==> src/rtl/fgc_pkg.sv <==
package fgc_pkg;
  typedef enum logic {
    RESP_RETRY = 1'b0,
    RESP_LATCH = 1'b1
  } resp_mode_e;
endpackage

==> src/rtl/fgc_sync.sv <==
module fgc_sync #(
  parameter int   STAGES  = 2,
  parameter logic RST_VAL = 1'b1
) (
  input  logic clk,
  input  logic rst_n,
  input  logic d_i,
  output logic q_o
);
  logic [STAGES-1:0] stg_q;
  logic [STAGES-1:0] stg_d;

  always_comb begin
    stg_d = {stg_q[STAGES-2:0], d_i};
  end

  always_ff @(posedge clk or negedge rst_n) begin
    if (!rst_n) stg_q <= {STAGES{RST_VAL}};
    else        stg_q <= stg_d;
  end

  assign q_o = stg_q[STAGES-1];
endmodule

==> src/rtl/fgc_edge.sv <==
module fgc_edge #(
  parameter int NUM = 2
) (
  input  logic           clk,
  input  logic           rst_n,
  input  logic [NUM-1:0] lvl_i,
  output logic [NUM-1:0] rise_o
);
  logic [NUM-1:0] prev_q;

  for (genvar g = 0; g < NUM; g++) begin : g_rise
    assign rise_o[g] = lvl_i[g] & ~prev_q[g];
  end

  always_ff @(posedge clk or negedge rst_n) begin
    if (!rst_n) prev_q <= '0;
    else        prev_q <= lvl_i;
  end
endmodule

==> src/rtl/fgc_retry_tmr.sv <==
module fgc_retry_tmr #(
  parameter int RETRY_CYC = 1000
) (
  input  logic clk,
  input  logic rst_n,
  input  logic run_i,
  output logic expire_o
);
  localparam int CW = (RETRY_CYC < 2) ? 1 : $clog2(RETRY_CYC);
  localparam logic [CW-1:0] LAST = CW'(RETRY_CYC - 1);

  logic [CW-1:0] cnt_q;
  logic [CW-1:0] cnt_d;
  logic          cnt_en;

  assign expire_o = run_i & (cnt_q == LAST);
  assign cnt_en   = 1'b1;

  always_comb begin
    if (!run_i)        cnt_d = '0;
    else if (expire_o) cnt_d = '0;
    else               cnt_d = cnt_q + 1'b1;
  end

  always_ff @(posedge clk or negedge rst_n) begin
    if (!rst_n)      cnt_q <= '0;
    else if (cnt_en) cnt_q <= cnt_d;
  end

  a_r4_cnt_in_range: assert property (@(posedge clk) disable iff (!rst_n)
    cnt_q <= LAST);
  a_r4_idle_zero: assert property (@(posedge clk) disable iff (!rst_n)
    !run_i |=> cnt_q == '0);
endmodule

==> src/rtl/fault_grp_ctrl.sv <==
module fault_grp_ctrl #(
  parameter int RETRY_CYC   = 1000,
  parameter int SYNC_STAGES = 2
) (
  input  logic clk,
  input  logic rst_n,
  input  logic fault_i,
  input  logic line_i,
  input  logic run_i,
  input  logic cmd_on_i,
  input  logic prop_en_i,
  input  logic resp_en_i,
  input  logic resp_mode_i,
  input  logic clr_all_i,
  input  logic peer_clr_i,
  output logic pulldown_o,
  output logic chan_en_o,
  output logic ss_start_o,
  output logic run_clr_o
);
  import fgc_pkg::*;

  localparam int IDX_RUN = 0;
  localparam int IDX_CMD = 1;

  resp_mode_e mode;
  logic       line_s;
  logic [1:0] rise;
  logic       own_clr;
  logic       tmr_exp;
  logic       retry_ok;

  logic flt_q, flt_d;
  logic en_q, en_d;
  logic ss_q, ss_d;
  logic rc_q, rc_d;
  logic on_req, grp_hold;

  assign mode = resp_mode_e'(resp_mode_i);

  fgc_sync #(.STAGES(SYNC_STAGES), .RST_VAL(1'b1)) u_sync (
    .clk(clk), .rst_n(rst_n), .d_i(line_i), .q_o(line_s)
  );

  fgc_edge #(.NUM(2)) u_edge (
    .clk(clk), .rst_n(rst_n), .lvl_i({cmd_on_i, run_i}), .rise_o(rise)
  );

  fgc_retry_tmr #(.RETRY_CYC(RETRY_CYC)) u_tmr (
    .clk(clk), .rst_n(rst_n),
    .run_i(flt_q && (mode == RESP_RETRY)),
    .expire_o(tmr_exp)
  );

  assign own_clr  = rise[IDX_RUN] | rise[IDX_CMD] | peer_clr_i;
  assign retry_ok = tmr_exp & ~fault_i;
  assign on_req   = run_i & cmd_on_i;
  assign grp_hold = resp_en_i & ~line_s;

  always_comb begin
    if (fault_i) flt_d = 1'b1;
    else         flt_d = flt_q & ~own_clr & ~retry_ok;
    en_d = on_req & ~flt_d & ~grp_hold;
    ss_d = en_d & ~en_q;
    rc_d = rise[IDX_RUN] & clr_all_i;
  end

  always_ff @(posedge clk or negedge rst_n) begin
    if (!rst_n) begin
      flt_q <= 1'b0;
      en_q  <= 1'b0;
      ss_q  <= 1'b0;
      rc_q  <= 1'b0;
    end else begin
      flt_q <= flt_d;
      en_q  <= en_d;
      ss_q  <= ss_d;
      rc_q  <= rc_d;
    end
  end

  assign pulldown_o = flt_q & prop_en_i;
  assign chan_en_o  = en_q;
  assign ss_start_o = ss_q;
  assign run_clr_o  = rc_q;

  a_r2_fault_latches: assert property (@(posedge clk) disable iff (!rst_n)
    fault_i |=> flt_q && !chan_en_o);
  a_r3_line_shuts: assert property (@(posedge clk) disable iff (!rst_n)
    (resp_en_i && !line_s) |=> !chan_en_o);
  a_r4_release_needs_clear: assert property (@(posedge clk) disable iff (!rst_n)
    (mode == RESP_RETRY && $fell(flt_q)) |-> !$past(fault_i));
  a_r5_ss_with_enable: assert property (@(posedge clk) disable iff (!rst_n)
    ss_start_o |-> chan_en_o);
  a_r5_ss_single: assert property (@(posedge clk) disable iff (!rst_n)
    ss_start_o |=> !ss_start_o);
  a_r6_latch_holds: assert property (@(posedge clk) disable iff (!rst_n)
    (mode == RESP_LATCH && flt_q && !own_clr) |=> flt_q);
  a_r10_needs_run: assert property (@(posedge clk) disable iff (!rst_n)
    !(run_i && cmd_on_i) |=> !chan_en_o);
endmodule

==> config.mk <==
export PLATFORM = sky130hd
export DESIGN_NAME = fault_grp_ctrl
export DESIGN_NICKNAME = d
export VERILOG_FILES = /design/src/rtl/fgc_pkg.sv /design/src/rtl/fgc_sync.sv /design/src/rtl/fgc_edge.sv /design/src/rtl/fgc_retry_tmr.sv /design/src/rtl/fault_grp_ctrl.sv
export SDC_FILE = /design/constraint.sdc
export NUM_CORES = 1
export LEC_CHECK = 0
export BUFFER_PORTS_ARGS = -buffer_cell sky130_fd_sc_hd__buf_2
export CAP_MARGIN = 20
export CORE_MARGIN = 5
export CORE_UTILIZATION = 50
export DETAILED_ROUTE_END_ITERATION = 6
export PLACE_DENSITY = 0.82
export SYNTH_ARGS = -nofsm -noshare
export SYNTH_HDL_FRONTEND = slang
export SYNTH_SLANG_ARGS = --single-unit
export TNS_END_PERCENT = 20
==> constraint.sdc <==
create_clock -name clk -period 2.8 [get_ports clk]
set_clock_uncertainty 0.2 [all_clocks]
set_input_delay 0.28 -clock clk [delete_from_list [all_inputs] [get_ports clk]]
set_output_delay 0.28 -clock clk [all_outputs]
set_load 0.01 [all_outputs]
; ---- Word level (Yosys, flattened, before mapping)
; Cells that the tools add are included.
[word_totals]
reg_bits = 18
input_bits = 11
out_inout_bits = 4
word_cells = 38
[op_classes]
n_addsub = 1
n_eq_ne = 1
n_mux = 3
bitwise = 25
n_reduce_logical = 1
[op_table]
columns = op, count
row1 = 2-to-1 mux 10 bit, 2
row2 = bitwise AND 1 bit, 13
row3 = "adder 10 x 1 -> 10 bit, second input constant", 1
row4 = "equality test 10 bit, second input constant", 1
row5 = NOT 1 bit, 10
row6 = bitwise OR 1 bit, 2
row7 = logical AND 1 bit, 1
row8 = 2-to-1 mux 1 bit, 1

; ---- Depth between registers and ports, before layout
; Gate-level depths: netlist of the first run.
[logic_depth]
depth_word = 12
mapped_depth = 4
mapped_depth_nobuf = 4

; ---- Hierarchy
; From an unflattened synthesis of the first run, not the netlist that was laid out.
[unflattened]
cells_unflattened = 76
area_unflattened_um2 = 847.1
[by_module_without_submodules]
columns = mod, n_inst, cells_each, area_each_um2, seq_area_each_um2
row1 = fgc_retry_tmr, 1, 56, 548.0, 250.2
row2 = fault_grp_ctrl, 1, 14, 168.9, 100.1
row3 = fgc_edge, 1, 4, 77.6, 50.0
row4 = fgc_sync, 1, 2, 52.6, 52.6

; ---- Least setup slack after synthesis of the first run
; No wires, ideal clock.
[synth_timing]
path_kind = reg-to-reg
start = register u_tmr.cnt_q[0]
end = register ss_q, in the netlist ss_start_o
setup_time_ns = 0.111
arrival_time_ns = 1.600
required_time_ns = 2.489
slack_ns = 0.889
path_stages_with_launch = 5
n_path_buf = 0
synth_period_minus_slack_ns = 1.911
path_cell_list = dfrtp_1 -> ha_1 -> nand4bb_1 -> or4_4 -> a2111oi_2
[synth_via]
elab_chain_cells = 10
[synth_lines]
columns = item, line_no
row1 = "start, declared", fgc_retry_tmr.sv:12  ; logic [CW-1:0] cnt_q;
row2 = "start signal, assigned", fgc_retry_tmr.sv:27  ; else if (cnt_en) cnt_q <= cnt_d;
row3 = equality test 10 bit, fgc_retry_tmr.sv:16  ; assign expire_o = run_i & (cnt_q == LAST);
row4 = bitwise AND 1 bit, fgc_retry_tmr.sv:16
row5 = bitwise AND 1 bit, fault_grp_ctrl.sv:56  ; assign retry_ok = tmr_exp & ~fault_i;
row6 = NOT 1 bit, fault_grp_ctrl.sv:62  ; else flt_d = flt_q & ~own_clr & ~retry_ok;
row7 = bitwise AND 1 bit, fault_grp_ctrl.sv:62
row8 = 2-to-1 mux 1 bit, fault_grp_ctrl.sv:61  ; if (fault_i) flt_d = 1'b1;
row9 = NOT 1 bit, fault_grp_ctrl.sv:63  ; en_d = on_req & ~flt_d & ~grp_hold;
row10 = bitwise AND 1 bit (2 in series), fault_grp_ctrl.sv:63
row11 = bitwise AND 1 bit, fault_grp_ctrl.sv:64  ; ss_d = en_d & ~en_q;
row12 = named net ss_d, fault_grp_ctrl.sv:35  ; logic ss_q, ss_d;
row13 = "end signal, assigned", fault_grp_ctrl.sv:77  ; ss_q <= ss_d;
row14 = "end, declared", fault_grp_ctrl.sv:35
; The timed path passes the listed nets, and every way through them passes these cells.

; ---- Final worst setup path of the first run
[layout_timing]
start = register u_tmr.cnt_q[0]
end = register u_tmr.cnt_q[3]
[layout_via]
elab_chain_cells = 4
word_cells_on_any_way = 5
classes_between = add/sub: 1 / eq/ne: 1 / mux: 2 / bitwise: 1
[layout_lines]
columns = item, line_no
row1 = branches (longest 2 deep; another with adder 10 x 1 -> 10 bit), n/a
row2 = 2-to-1 mux 10 bit *, fgc_retry_tmr.sv:21  ; else if (expire_o) cnt_d = '0;
row3 = 2-to-1 mux 10 bit *, fgc_retry_tmr.sv:20  ; if (!run_i) cnt_d = '0;
row4 = named net u_tmr.cnt_d[3], fgc_retry_tmr.sv:13  ; logic [CW-1:0] cnt_d;
; Mark *: on every way through the listed nets, which the timed path passes.

==> flow_metrics.tcl, run 1 <==
set metrics [dict create \
    status "complete, no violations" \
    fp.dieW_um 49.58 \
    drt_iter0_markers 3 \
    p_leak_uw 0.0004175 \
    synth_common_cells "dfrtp_1 (16), inv_1 (6), nor2_1 (6), nand3_1 (4)" \
    antenna_found_initial 0 \
    yosysMostFrequentCell "dfrtp_1" \
    min_delay_path_depth 3 \
    r2r_end "u_tmr.cnt_q[3]" \
    seq_area_frac_synth 0.5783 \
    hp-class "in -> reg" \
    synth_edf_count 0 \
    max_freq_ghz 0.4897 \
    clock_sinks 18 \
    layout-drive-gt1-share 0.2316 \
    avgViaCountPerCell 5.378 \
    holdWs_ps 119.4 \
    cts_tree "built" \
    rsz0062_at_grt "no" \
    overflow 0 \
    synth-seq-cells 18 \
    dp.final_hpwl_um 1084 \
    clockBufferDepth 2 \
    io_buffers 14 \
    fin_setup_tns_ps 0 \
    cts_made_buffers 3 \
    ant_nets 0 \
    rr_worst_depth 4 \
    grt_first_pass_wirelength_um 2608 \
    cp-startpoint "u_tmr.cnt_q[0]" \
    max-cap-violations 0 \
    start_util 0.5261 \
    end_kind "register" \
    synth_top_area_frac 0.5112 \
    layout.nets 108 \
    dr.pass1.iters 3 \
    fin_crit_sh 0.7294 \
    arrival_ps 2000 \
    path_max_fanout 6 \
    worst_pin_slew_ps 801.2 \
    ioPinCount 15 \
    timing.reg2reg.setup_slack_ps 760 \
    fp.dieH_um 49.58 \
    grt_max_degree 19 \
    clkLatencyLatePin_ps 300 \
    finalHoldViolations 0 \
    synthArstFlopShare 1.000 \
    swShare 0.2192 \
    synth_nets 83 \
    via_count 597 \
    antennaDiodeCount 0 \
    endpoint "u_tmr.cnt_q[3]" \
    cp-start-kind "register" \
    path_class "reg -> reg" \
    root_buffer "clkbuf_4" \
    ctsHtreeMaxLevel 1 \
    reg2reg_from "u_tmr.cnt_q[0]" \
    pwr-share-seq 0.581 \
    required_ps 2760 \
    cts-resized-gates 0 \
    slew_headroom 0.4575 \
    drc 0 \
    clk_pin_slew_worst_paths_ps 100 \
    area_growth_syn_to_layout_pct 23.80 \
    core_area_um2 1489 \
    wl_per_cell_um 13.57 \
    internal_power_uw 366.2 \
    synth_largest_area_cell "dfrtp_1" \
    ir_worst_vdd_mv 0.3377 \
    yosys_warnings 0 \
    power_switching_uw 102.8 \
    place.gp.congestion 0.7070 \
    first_global_vias 609 \
    avgSynthCellArea_um2 11.03 \
    ys_types 29 \
    syn_inst 71 \
    synth_area_leaders "dfrtp_1 (51%), dfstp_2 (6.7%), inv_1 (2.9%)" \
    drv_slew 0 \
    p_comb_frac 0.080 \
    synth.cell_area_um2 783.3 \
    drt-total-wl_um 1506 \
    die-area_um2 2458 \
    rows 14 \
    finalSetupViolCount 0 \
    ys.flop_type "dfrtp_1" \
    p_per_area_nw_per_um2 483.6 \
    min_period_ps 2042 \
    final_core_util 0.6513 \
    clock_power_share 0.339 \
    gr-usage-all-layers 0.1412 \
]
[state kept, by name, summed over array words and instances, names as in the netlist]
| signal | flops |
|---|---|
| u_tmr.cnt_q | 10 |
| u_edge.prev_q | 2 |
| u_sync.stg_q | 2 |
| chan_en_o | 1 |
| flt_q | 1 |
| run_clr_o | 1 |
| ss_start_o | 1 |
[power by group through the flow]
stage / clock (µW) / sequential, µW / combinational (µW)
2_1_floorplan: 0 / 278 / 13.0
3_3_place_gp: 0 / 277 / 30.5
3_5_place_dp: 0 / 278 / 31.6
4_1_cts: 162 / 273 / 38.1
5_1_grt: 171 / 274 / 42.4
6_report: 159 / 272 / 37.4
[stage by stage]
step	power, µW	instance area (µm²)	std cells	setup WS [ps]
3_3_place_gp	307.8	873.3	101	844.5
4_1_cts	473.2	969.7	111	724.2
3_5_place_dp	309.4	873.3	101	747.1
6_report	469.0	969.7	111	757.8
2_1_floorplan	290.6	783.3	71	888.6
5_1_grt	487.1	969.7	111	553.5
[metal layers]
layer,GRT usage,vias up,wire (µm)
met5,0,-,0
met4,0.09170,0,44
met3,0.03614,5,59
met2,0.2267,10,725
met1,0.1638,278,676
li1,-,304,-
[cells by family (layout without fill, tap and decap cells)]
family                   after synthesis  after routing  synth area share
XOR/XNOR                               3              3           0.03355
buffers and inverters                  6             30           0.02875
flip-flops                            18             18            0.5783
AO/OA/AOI/OAI                         16             16            0.1438
adder cells (fa/ha/maj)                1              1           0.01597
AND/OR/NAND/NOR                       27             27            0.1997
[timing repair]
action                    4_1_cts  5_1_grt
hold buffers                    6        0
hold endpoints to repair       24        0
setup buffers                   0        0
[placed cells by master, fill, tap and decap left out, drive strengths merged, types with 4 or more instances in the layout]
master / synthesis / routed
dfrtp: 16 / 16
buf: 0 / 14
inv: 6 / 6
nor2: 6 / 6
dlygate4sd3: 0 / 6
nand3: 4 / 4
clkbuf: 0 / 4
[cell type report]
cell class | instances | area, µm²
Timing Repair Buffer | 20 | 130.1
Fill cell | 108 | 519.2
Multi-Input combinational cell | 47 | 307.8
Inverter | 6 | 22.52
Clock buffer | 4 | 36.28
Tap cell | 16 | 20.02
Sequential cell | 18 | 452.9
[critical path, stage by stage, from the launching register on]
cell and delay (ps):
dfrtp_1 400, ha_1 240, nand4bb_1 200, o311ai_1 750, nor2_1 120
[worst min-delay path by stage]
stage	slack (ps)	start	end
5_1_grt	110	peer_clr_i	flt_q
2_1_floorplan	-220	rst_n	chan_en_o
4_1_cts	110	peer_clr_i	flt_q
3_3_place_gp	20	rst_n	u_edge.prev_q[1]
3_5_place_dp	20	rst_n	u_edge.prev_q[1]
6_report	120	peer_clr_i	flt_q
Note: power is estimated with default switching activity, not from simulation.
==> run 2, diff against run 1 <==
==> constraint.sdc (replaced) <==
create_clock -name clk -period 1.9 [get_ports clk]
set_clock_uncertainty 0.2 [all_clocks]
set_input_delay 0.19 -clock clk [delete_from_list [all_inputs] [get_ports clk]]
set_output_delay 0.19 -clock clk [all_outputs]
set_load 0.01 [all_outputs]
==> flow_metrics.tcl, run 2 (synthesized netlist as in run 1, its figures left out) <==
set metrics [dict create \
    status "complete, no violations" \
    min_period_ps 1891 \
    wl_per_cell_um 14.65 \
    path_max_fanout 3 \
    clock_sinks 18 \
    io_buffers 14 \
    finalHoldViolations 0 \
    busiest_layer "met2" \
    layout.nets 115 \
    p_comb_frac 0.098 \
    drc 0 \
    dp.final_hpwl_um 1180 \
    max_freq_ghz 0.5288 \
    ctsHtreeMaxLevel 1 \
    fillers 108 \
    root_buffer "clkbuf_4" \
    clkLatencyLatePin_ps 300 \
    reg2reg_from "u_tmr.cnt_q[1]" \
    fp.dieH_um 49.58 \
    layout-drive-gt1-share 0.3137 \
    finalSetupViolCount 0 \
    r2r_end "ss_start_o" \
    drt_iter0_markers 5 \
    rr_worst_depth 4 \
    placed_area_um2 928.4 \
    final_core_util 0.7042 \
    hp-class "in -> reg" \
    p_per_area_nw_per_um2 673.1 \
    power_uw 705.7 \
    final_cell_mix "dfrtp_1 (16), buf_2 (14), buf_4 (7)" \
    rows 14 \
    drt-total-wl_um 1729 \
    end_kind "register" \
    timing.reg2reg.setup_slack_ps 9 \
    holdCritStartpoint "peer_clr_i" \
    pwr-share-seq 0.569 \
    die-area_um2 2458 \
    via_count 637 \
    ioPinCount 15 \
    clk_pin_slew_worst_paths_ps 100 \
    final_area_um2 1049 \
    worst_pin_slew_ps 545.7 \
    swShare 0.2245 \
    start_util 0.5261 \
    top_register "u_tmr.cnt_q" \
    cts_setup_buffers 0 \
    min_delay_path_depth 3 \
    cts_made_buffers 3 \
    area_growth_syn_to_layout_pct 33.87 \
    slew_headroom 0.6352 \
    reg.largest.list "u_tmr.cnt_q (10), u_edge.prev_q (2), u_sync.stg_q (2)" \
    gr-usage-met2 0.2394 \
    largest_register_ffs 10 \
    required_ps 1900 \
    power_switching_uw 158.4 \
    fp.dieW_um 49.58 \
    clockBufferDepth 2 \
    internal_power_uw 547.3 \
    overflow 0 \
    rsz0062_at_grt "yes" \
    arrival_ps 1890 \
    fin_crit_sh 0.9954 \
    avgViaCountPerCell 5.398 \
    ant_nets 0 \
    hold_end "flt_q" \
    grt_max_degree 19 \
    grtUsageMet1 0.1836 \
    cp-start-kind "register" \
    layout_commonest_cell "dfrtp_1" \
    path_class "reg -> reg" \
    cts_tree "built" \
    gr-usage-all-layers 0.1546 \
    antennaDiodeCount 0 \
    antenna_found_initial 0 \
    place.gp.congestion 0.7640 \
    core_area_um2 1489 \
    drv_slew 0 \
    dr.pass1.iters 4 \
    grt_first_pass_wirelength_um 2870 \
    first_global_vias 673 \
    max-cap-violations 0 \
    clock_power_share 0.334 \
    p_leak_uw 0.0004530 \
    ir_worst_vdd_mv 0.6321 \
    grtUsageMet3 0.02410 \
]
## run 2: metrics by stage
step / worst slack [ps] / hold WS [ps] / instances / setup TNS, ps
after floorplan: 1.672 / -305.6 / 71 / 0
after global placement: 84.27 / -70.92 / 108 / 0
after detailed placement: 21.91 / -62.30 / 108 / 0
after CTS: 0.8276 / 32.87 / 118 / 0
after global routing: -41.46 / 50.46 / 118 / -41.46
final: 8.765 / 31.97 / 118 / 0
## run 2: cell type report
cell class | instances | area (µm²) | area share
sequential | 18 | 452.9 | 0.4320
multi-input combinational | 47 | 334.1 | 0.3186
tap | 16 | 20.02 | 0.01909
inverter | 6 | 22.52 | 0.02148
clock buffer | 4 | 36.28 | 0.03461
timing repair buffer | 27 | 182.7 | 0.1742
## run 2: per-layer routing
metal	up-vias	part of all wire
li1	319	-
met1	297	0.43
met2	16	0.50
met3	5	0.040
met4	0	0.028
met5	-	0
## run 2: power groups by stage
stage | combinational [µW] | sequential [µW] | clock, µW
finish | 69.0 | 401 | 235
global placement | 53.4 | 408 | 0
floorplan | 19.3 | 409 | 0
detailed placement | 55.0 | 408 | 0
CTS | 64.7 | 401 | 239
global route | 76.8 | 402 | 256
## run 2: worst max-delay path by stage
stage                         startpoint    endpoint  slack (ps)  cells after the start
after global routing      u_tmr.cnt_q[1]  ss_start_o         -40                      4
after detailed placement  u_tmr.cnt_q[1]  ss_start_o          20                      4
final                     u_tmr.cnt_q[1]  ss_start_o           9                      4
after floorplan           u_tmr.cnt_q[0]  ss_start_o           2                      4
after CTS                 u_tmr.cnt_q[1]  ss_start_o         0.8                      4
after global placement    u_tmr.cnt_q[1]  ss_start_o          80                      4
## run 2: timing repair
action | in CTS | in global routing
hold endpoints to repair | 25 | 0
endpoints found under the setup margin | 0 | 2
hold buffers | 6 | 0
resized for setup | 0 | 3
## run 2: worst max-delay path: stages (launching register included)
cell and delay [ps]:
dfrtp_1 400, ha_2 190, nand4bb_1 130, or4_4 580, a2111oi_4 300
